==> config.mk <==
export PLATFORM = sky130hd
export DESIGN_NAME = smt_fetch_picker
export DESIGN_NICKNAME = d
export VERILOG_FILES = /design/src/rtl/smt_fetch_pkg.sv /design/src/rtl/smt_wait_counter.sv /design/src/rtl/smt_min_pick.sv /design/src/rtl/smt_fetch_picker.sv
export SDC_FILE = /design/constraint.sdc
export NUM_CORES = 1
export LEC_CHECK = 0
export CAP_MARGIN = 25
export CORE_MARGIN = 4
export CORE_UTILIZATION = 45
export CTS_CLUSTER_DIAMETER = 200
export DETAILED_ROUTE_END_ITERATION = 12
export GPL_ROUTABILITY_DRIVEN = 0
export GPL_TIMING_DRIVEN = 0
export PLACE_DENSITY = 0.7
export SLEW_MARGIN = 20
export SYNTH_ARGS = -nofsm -noshare
export SYNTH_HDL_FRONTEND = slang
export SYNTH_HIERARCHICAL = 1
export SYNTH_SLANG_ARGS = --single-unit
==> constraint.sdc <==
create_clock -name clk -period 13.2 [get_ports clk]
set_clock_uncertainty 0.2 [all_clocks]
set_input_delay 2.64 -clock clk [delete_from_list [all_inputs] [get_ports clk]]
set_output_delay 2.64 -clock clk [all_outputs]
set_load 0.02 [all_outputs]
==> src/rtl/smt_fetch_pkg.sv <==
package smt_fetch_pkg;

    localparam int unsigned DEF_CTX   = 4;
    localparam int unsigned DEF_CNT_W = 6;

    // index following idx in a ring of n slots
    function automatic int unsigned ring_next(input int unsigned idx, input int unsigned n);
        return (idx + 1 >= n) ? 0 : idx + 1;
    endfunction

endpackage

==> src/rtl/smt_wait_counter.sv <==
module smt_wait_counter #(
    parameter int unsigned CNT_W = 6
) (
    input  logic             clk,
    input  logic             rst_n,
    input  logic             enq_i,
    input  logic             iss_i,
    output logic [CNT_W-1:0] cnt_o
);
    localparam logic [CNT_W-1:0] CNT_MAX = '1;

    typedef struct packed {
        logic [CNT_W-1:0] cnt;
    } ctr_st_t;

    ctr_st_t st_d, st_q;

    always_comb begin
        st_d = st_q;
        if (enq_i && !iss_i && st_q.cnt != CNT_MAX) begin
            st_d.cnt = st_q.cnt + 1'b1;
        end else if (iss_i && !enq_i && st_q.cnt != '0) begin
            st_d.cnt = st_q.cnt - 1'b1;
        end
    end

    always_ff @(posedge clk) begin
        if (!rst_n) st_q <= '0;
        else        st_q <= st_d;
    end

    assign cnt_o = st_q.cnt;

    // ceiling holds
    assert_sat_hold_R8: assert property (@(posedge clk) disable iff (!rst_n)
        (cnt_o == CNT_MAX && enq_i && !iss_i) |=> cnt_o == CNT_MAX);
    // floor holds
    assert_no_underflow_R9: assert property (@(posedge clk) disable iff (!rst_n)
        (cnt_o == '0 && iss_i && !enq_i) |=> cnt_o == '0);
    // simultaneous pulses cancel
    assert_both_stable_R7: assert property (@(posedge clk) disable iff (!rst_n)
        (enq_i && iss_i) |=> $stable(cnt_o));
    // quiet cycle leaves the count alone
    assert_idle_stable_R7: assert property (@(posedge clk) disable iff (!rst_n)
        (!enq_i && !iss_i) |=> $stable(cnt_o));

endmodule

==> src/rtl/smt_min_pick.sv <==
module smt_min_pick #(
    parameter int unsigned N_CTX = 4,
    parameter int unsigned CNT_W = 6,
    localparam int unsigned PTR_W = (N_CTX > 1) ? $clog2(N_CTX) : 1
) (
    input  logic [N_CTX-1:0]       elig_i,
    input  logic [N_CTX*CNT_W-1:0] cnt_flat_i,
    input  logic [PTR_W-1:0]       ptr_i,
    output logic [N_CTX-1:0]       grant_o,
    output logic                   valid_o,
    output logic [PTR_W-1:0]       win_o
);
    logic [CNT_W-1:0] cnt_a [N_CTX];

    for (genvar g = 0; g < N_CTX; g++) begin : g_unpack
        assign cnt_a[g] = cnt_flat_i[g*CNT_W +: CNT_W];
    end

    logic              found;
    logic [PTR_W-1:0]  best_idx;
    logic [CNT_W-1:0]  best_cnt;
    int unsigned       slot;

    // scan from the pointer; a strict less-than keeps the earliest tie
    always_comb begin
        found    = 1'b0;
        best_idx = '0;
        best_cnt = '1;
        slot     = 0;
        for (int k = 0; k < N_CTX; k++) begin
            slot = (int'(ptr_i) + k) % N_CTX;
            if (elig_i[slot] && (!found || cnt_a[slot] < best_cnt)) begin
                found    = 1'b1;
                best_idx = PTR_W'(slot);
                best_cnt = cnt_a[slot];
            end
        end
    end

    logic [N_CTX-1:0] one_hot_base;
    assign one_hot_base = {{(N_CTX-1){1'b0}}, 1'b1};

    assign grant_o = found ? (one_hot_base << best_idx) : '0;
    assign valid_o = found;
    assign win_o   = best_idx;

endmodule

==> src/rtl/smt_fetch_picker.sv <==
module smt_fetch_picker #(
    parameter int unsigned N_CTX = smt_fetch_pkg::DEF_CTX,
    parameter int unsigned CNT_W = smt_fetch_pkg::DEF_CNT_W
) (
    input  logic                   clk,
    input  logic                   rst_n,
    input  logic [N_CTX-1:0]       ctx_active,
    input  logic [N_CTX-1:0]       ctx_blocked,
    input  logic [N_CTX-1:0]       ctx_full,
    input  logic [N_CTX-1:0]       enq_pulse,
    input  logic [N_CTX-1:0]       iss_pulse,
    output logic [N_CTX-1:0]       fetch_grant,
    output logic                   fetch_valid,
    output logic [N_CTX*CNT_W-1:0] wait_cnt
);
    import smt_fetch_pkg::*;

    localparam int unsigned PTR_W = (N_CTX > 1) ? $clog2(N_CTX) : 1;

    typedef struct packed {
        logic [PTR_W-1:0] ptr;
    } pick_st_t;

    pick_st_t st_d, st_q;

    logic [N_CTX-1:0] elig;
    logic [PTR_W-1:0] win;

    assign elig = ctx_active & ~ctx_blocked & ~ctx_full;

    for (genvar g = 0; g < N_CTX; g++) begin : g_ctr
        smt_wait_counter #(.CNT_W(CNT_W)) u_ctr (
            .clk   (clk),
            .rst_n (rst_n),
            .enq_i (enq_pulse[g]),
            .iss_i (iss_pulse[g]),
            .cnt_o (wait_cnt[g*CNT_W +: CNT_W])
        );
    end

    smt_min_pick #(.N_CTX(N_CTX), .CNT_W(CNT_W)) u_pick (
        .elig_i     (elig),
        .cnt_flat_i (wait_cnt),
        .ptr_i      (st_q.ptr),
        .grant_o    (fetch_grant),
        .valid_o    (fetch_valid),
        .win_o      (win)
    );

    always_comb begin
        st_d = st_q;
        if (fetch_valid) begin
            st_d.ptr = PTR_W'(ring_next(int'(win), N_CTX));
        end
    end

    always_ff @(posedge clk) begin
        if (!rst_n) st_q <= '0;
        else        st_q <= st_d;
    end

    // never serve an ineligible context
    assert_grant_eligible_R2: assert property (@(posedge clk) disable iff (!rst_n)
        (fetch_grant & ~elig) == '0);
    // at most one grant, and a ready context always gets the slot
    assert_grant_onehot_R3: assert property (@(posedge clk) disable iff (!rst_n)
        $onehot0(fetch_grant));
    assert_ready_served_R3: assert property (@(posedge clk) disable iff (!rst_n)
        (elig != '0) |-> (fetch_valid && $countones(fetch_grant) == 1));
    // nothing eligible, nothing fetched
    assert_idle_quiet_R4: assert property (@(posedge clk) disable iff (!rst_n)
        (elig == '0) |-> (!fetch_valid && fetch_grant == '0));
    // pointer holds when no grant
    assert_ptr_hold_R6: assert property (@(posedge clk) disable iff (!rst_n)
        !fetch_valid |=> $stable(st_q.ptr));

    // winner's backlog is a minimum over the eligible set
    for (genvar w = 0; w < N_CTX; w++) begin : g_minw
        for (genvar j = 0; j < N_CTX; j++) begin : g_minj
            assert_min_backlog_R5: assert property (@(posedge clk) disable iff (!rst_n)
                (fetch_grant[w] && elig[j]) |->
                (wait_cnt[w*CNT_W +: CNT_W] <= wait_cnt[j*CNT_W +: CNT_W]));
        end
    end

endmodule

==> impl_metrics.env <==
export IMPL_min_from="st_q[1]"
export IMPL_arrival_ns=9.92
export IMPL_end_kind="output port"
export IMPL_start_util=0.464
export IMPL_power_density_mw_per_mm2=195
export IMPL_layout_worst_path_cycle_share=0.967
export IMPL_root_buffer="sky130_fd_sc_hd__clkbuf_8"
export IMPL_run_status="completed"
export IMPL_relSlewSlack=0.518
export IMPL_drt_wirelength_per_cell_um=16.5
export IMPL_count_of_non_filler_cells_in_the_finished_layout=580
export IMPL_maxSlewViolCount=0
export IMPL_max_clock_path_buffers=2
export IMPL_worstReg2RegStart="st_q[0]"
export IMPL_hold_path_endpoint="st_q[1]"
export IMPL_timing_rr_end="st_q[1]"
export IMPL_max_slew_worst_pin_slew_ns=0.723
export IMPL_timing_final_setup_violations=0
export IMPL_worstPathRequired_ns=10.36
export IMPL_placed_cells_incl_taps=573
export IMPL_via_per_inst=6.23
export IMPL_postRouteAntennaNets=0
export IMPL_routed_wirelength_mm=9.60
export IMPL_max_vdd_ir_drop_uv=84.2
export IMPL_globalRoute_totalOverflow=0
export IMPL_post_route_drc_count=0
export IMPL_whs_ns=0.355
export IMPL_yosysWarningCount=6
export IMPL_max_freq_mhz=78.3
export IMPL_drt_first_pass_iters=5
export IMPL_worst_r2r_setup_slack_ns=4.99
export IMPL_design_core_area_mm2=0.00773
export IMPL_tritoncts_clock_tree="done"
export IMPL_fp_row_count=32
export IMPL_mostFrequentLayoutCell="sky130_fd_sc_hd__clkdlybuf4s50_1"
export IMPL_clkSlewWorstSetupHoldPaths_ns=0.10
export IMPL_synth_cell_area_mm2=0.00358
export IMPL_worst_path_max_fanout=10
export IMPL_min_delay_path_class="flip-flop to flip-flop"
export IMPL_design_final_nets=537
export IMPL_first_global_vias=3271
export IMPL_worst_slack_ns=0.436
export IMPL_routed_via_count=3616
export IMPL_tritoncts_num_buffers=3
export IMPL_ff2ff_path_depth=33
export IMPL_antenna_diode_count=0
export IMPL_floorplan_die_width_um=97.2
export IMPL_vertical_extent_of_the_die_um=97.2
export IMPL_grt_antenna_before_repair=0
export IMPL_dp_final_hpwl_mm=7.16
export IMPL_postCtsHoldBufs=0
export IMPL_die_area_mm2=0.00945
export IMPL_finalSetupTns_ns=0
export IMPL_synth_flop_cell="sky130_fd_sc_hd__dfxtp_1"
export IMPL_h_tree_level_count=1
export IMPL_finalHoldViolations=0
export IMPL_grt_max_degree=31
export IMPL_crit_path_class="input pin to output port"
export IMPL_io_pins=51
export IMPL_critical_path_slowest_cell="sky130_fd_sc_hd__clkdlybuf4s50_1"
export IMPL_regArea_um2=520
export IMPL_average_cell_area_after_synthesis_um2=8.51
export IMPL_async_flop_share=0
export IMPL_detail_route_iter0_violations=246
export IMPL_area_growth_synth_to_final_pct=21.8
export IMPL_static_leakage_power_nw=1.74
export IMPL_multiInputGateArea_mm2=0.00300
export IMPL_globalRouteTotalUtil=0.193
export IMPL_i_o_buffers=50
export IMPL_mapped_nets=479
export IMPL_synth_edff_count=0
export IMPL_worst_skew_pair_late_latency_ns=0.28
export IMPL_crit_path_max_incr_delay_ns=0.62
export IMPL_grt_pass1_wl_mm=15.6
export IMPL_synthesis_instances=421
export IMPL_drv_max_cap_violation_count=0
export IMPL_fill_cells=710
export IMPL_min_period_ns=12.76
export IMPL_postSynthRegisterBits=26
export IMPL_synth_cell_types=63
export IMPL_final_layout_size_suffix_gt1_frac=0.142
export IMPL_synth_seq_area_share=0.145
export IMPL_numClockSinks=26
export IMPL_worst_setup_path_start_kind="input pin"
export IMPL_hold_path_depth=2
export IMPL_layout_cells_most_common_list="sky130_fd_sc_hd__clkdlybuf4s50_1 (50), sky130_fd_sc_hd__a21oi_1 (35), sky130_fd_sc_hd__ha_1 (32), sky130_fd_sc_hd__nand2_1 (27), sky130_fd_sc_hd__dfxtp_1 (26)"
export IMPL_preCtsSetupSlack_ns=-0.137
[sequential cells by signal (all words and copies together) (netlist names)]
signal and count:
g_ctr.u_ctr/cnt_o 24, st_q 2
[power breakdown]
part	switching, mW	total (mW)	internal, mW	leakage [nW]
clock network	0.0276	0.0543	0.0268	0.0288
logic	0.353	0.652	0.299	1.50
registers	0.0483	0.146	0.0976	0.215
[stage by stage]
step | area (um2) | power [mW] | util
after floorplan | 3580 | 0.607 | -
after global placement | 4210 | 0.762 | 0.545
after detailed placement | 4210 | 0.774 | 0.545
after CTS | 4290 | 0.832 | 0.555
after global routing | 4370 | 0.924 | 0.565
final | 4370 | 0.852 | 0.565
[synthesized netlist by cell type (all sizes together), types with 2 or more instances]
cell type	instances	area (um2)
nand4	11	68.8
a21oi	38	205
inv	16	70.1
clkbuf	2	7.51
fa	4	80.1
a21boi	4	30.0
nand4b	4	35.0
dfxtp	26	521
a211oi	21	158
nor3	16	80.1
nand2	27	101
a211o	3	26.3
mux4	14	315
o2bb2ai	5	43.8
a21o	17	133
a31oi	2	12.5
nand2b	14	87.6
nor2	23	86.3
or2	5	31.3
mux2i	17	174
buf	8	47.5
nor4	4	50.1
mux2	7	78.8
and2	2	12.5
nor2b	5	31.3
o21ai	25	125
nand3	6	30.0
o311ai	5	43.8
o22a	3	26.3
o21ba	4	40.0
and3	8	50.1
o21a	8	60.1
nor3b	9	82.6
nor4b	3	32.5
xor2	8	70.1
ha	32	400
[final cells by class]
cell class	count	share of cell area
clock buffers	4	0.0126
repair buffers	53	0.122
multi-input cells	368	0.688
flip-flops and latches	26	0.119
well taps	102	0.0292
plain buffers	10	0.0126
inverters	17	0.0169
[layer usage]
layer / wire (um) / global-route usage / share of wire
met4: 112 / 0.0447 / 0.012
met2: 4530 / 0.308 / 0.47
met1: 4530 / 0.275 / 0.47
met5: 0 / 0 / 0
met3: 423 / 0.0287 / 0.044
[worst max-delay path: cells and delay by family]
family | cells | cell delay [ns]
buffers and inverters | 3 | 1.14
AO/OA/AOI/OAI | 15 | 3.26
adder cells (fa/ha/maj) | 3 | 0.91
multiplexers | 3 | 0.75
AND/OR/NAND/NOR | 7 | 1.21
[timing repair]
item / CTS / global route
buffers inserted: 0 / 2
pin swaps: 0 / 1
gates cloned: 0 / 0
setup endpoints to repair: 4 / 4
gates resized for setup: 4 / 8
endpoints found under the hold margin: 0 / 0
[logic make-up (layout without fill, tap and decap cells)]
kind of cell,after synthesis,after routing,synth area share
xor gates and xnor gates,8,8,0.0196
AOI/OAI and AO/OA,145,145,0.277
and+or+nand+nor,141,141,0.229
adders and majority gates,36,36,0.134
DFF,26,26,0.145
buffers and inverters,27,84,0.0360
muxes,38,38,0.159
[how the worst max path moves through the flow]
stage,from,endpoint,cells after the start
2_1_floorplan,ctx_blocked[1],fetch_grant[1],28
3_3_place_gp,ctx_active[1],fetch_grant[0],31
3_5_place_dp,ctx_active[1],fetch_grant[0],31
4_1_cts,ctx_blocked[1],fetch_grant[0],31
5_1_grt,ctx_active[3],fetch_grant[0],30
6_report,ctx_blocked[3],fetch_grant[0],31
(Power assumes the default switching activity.)
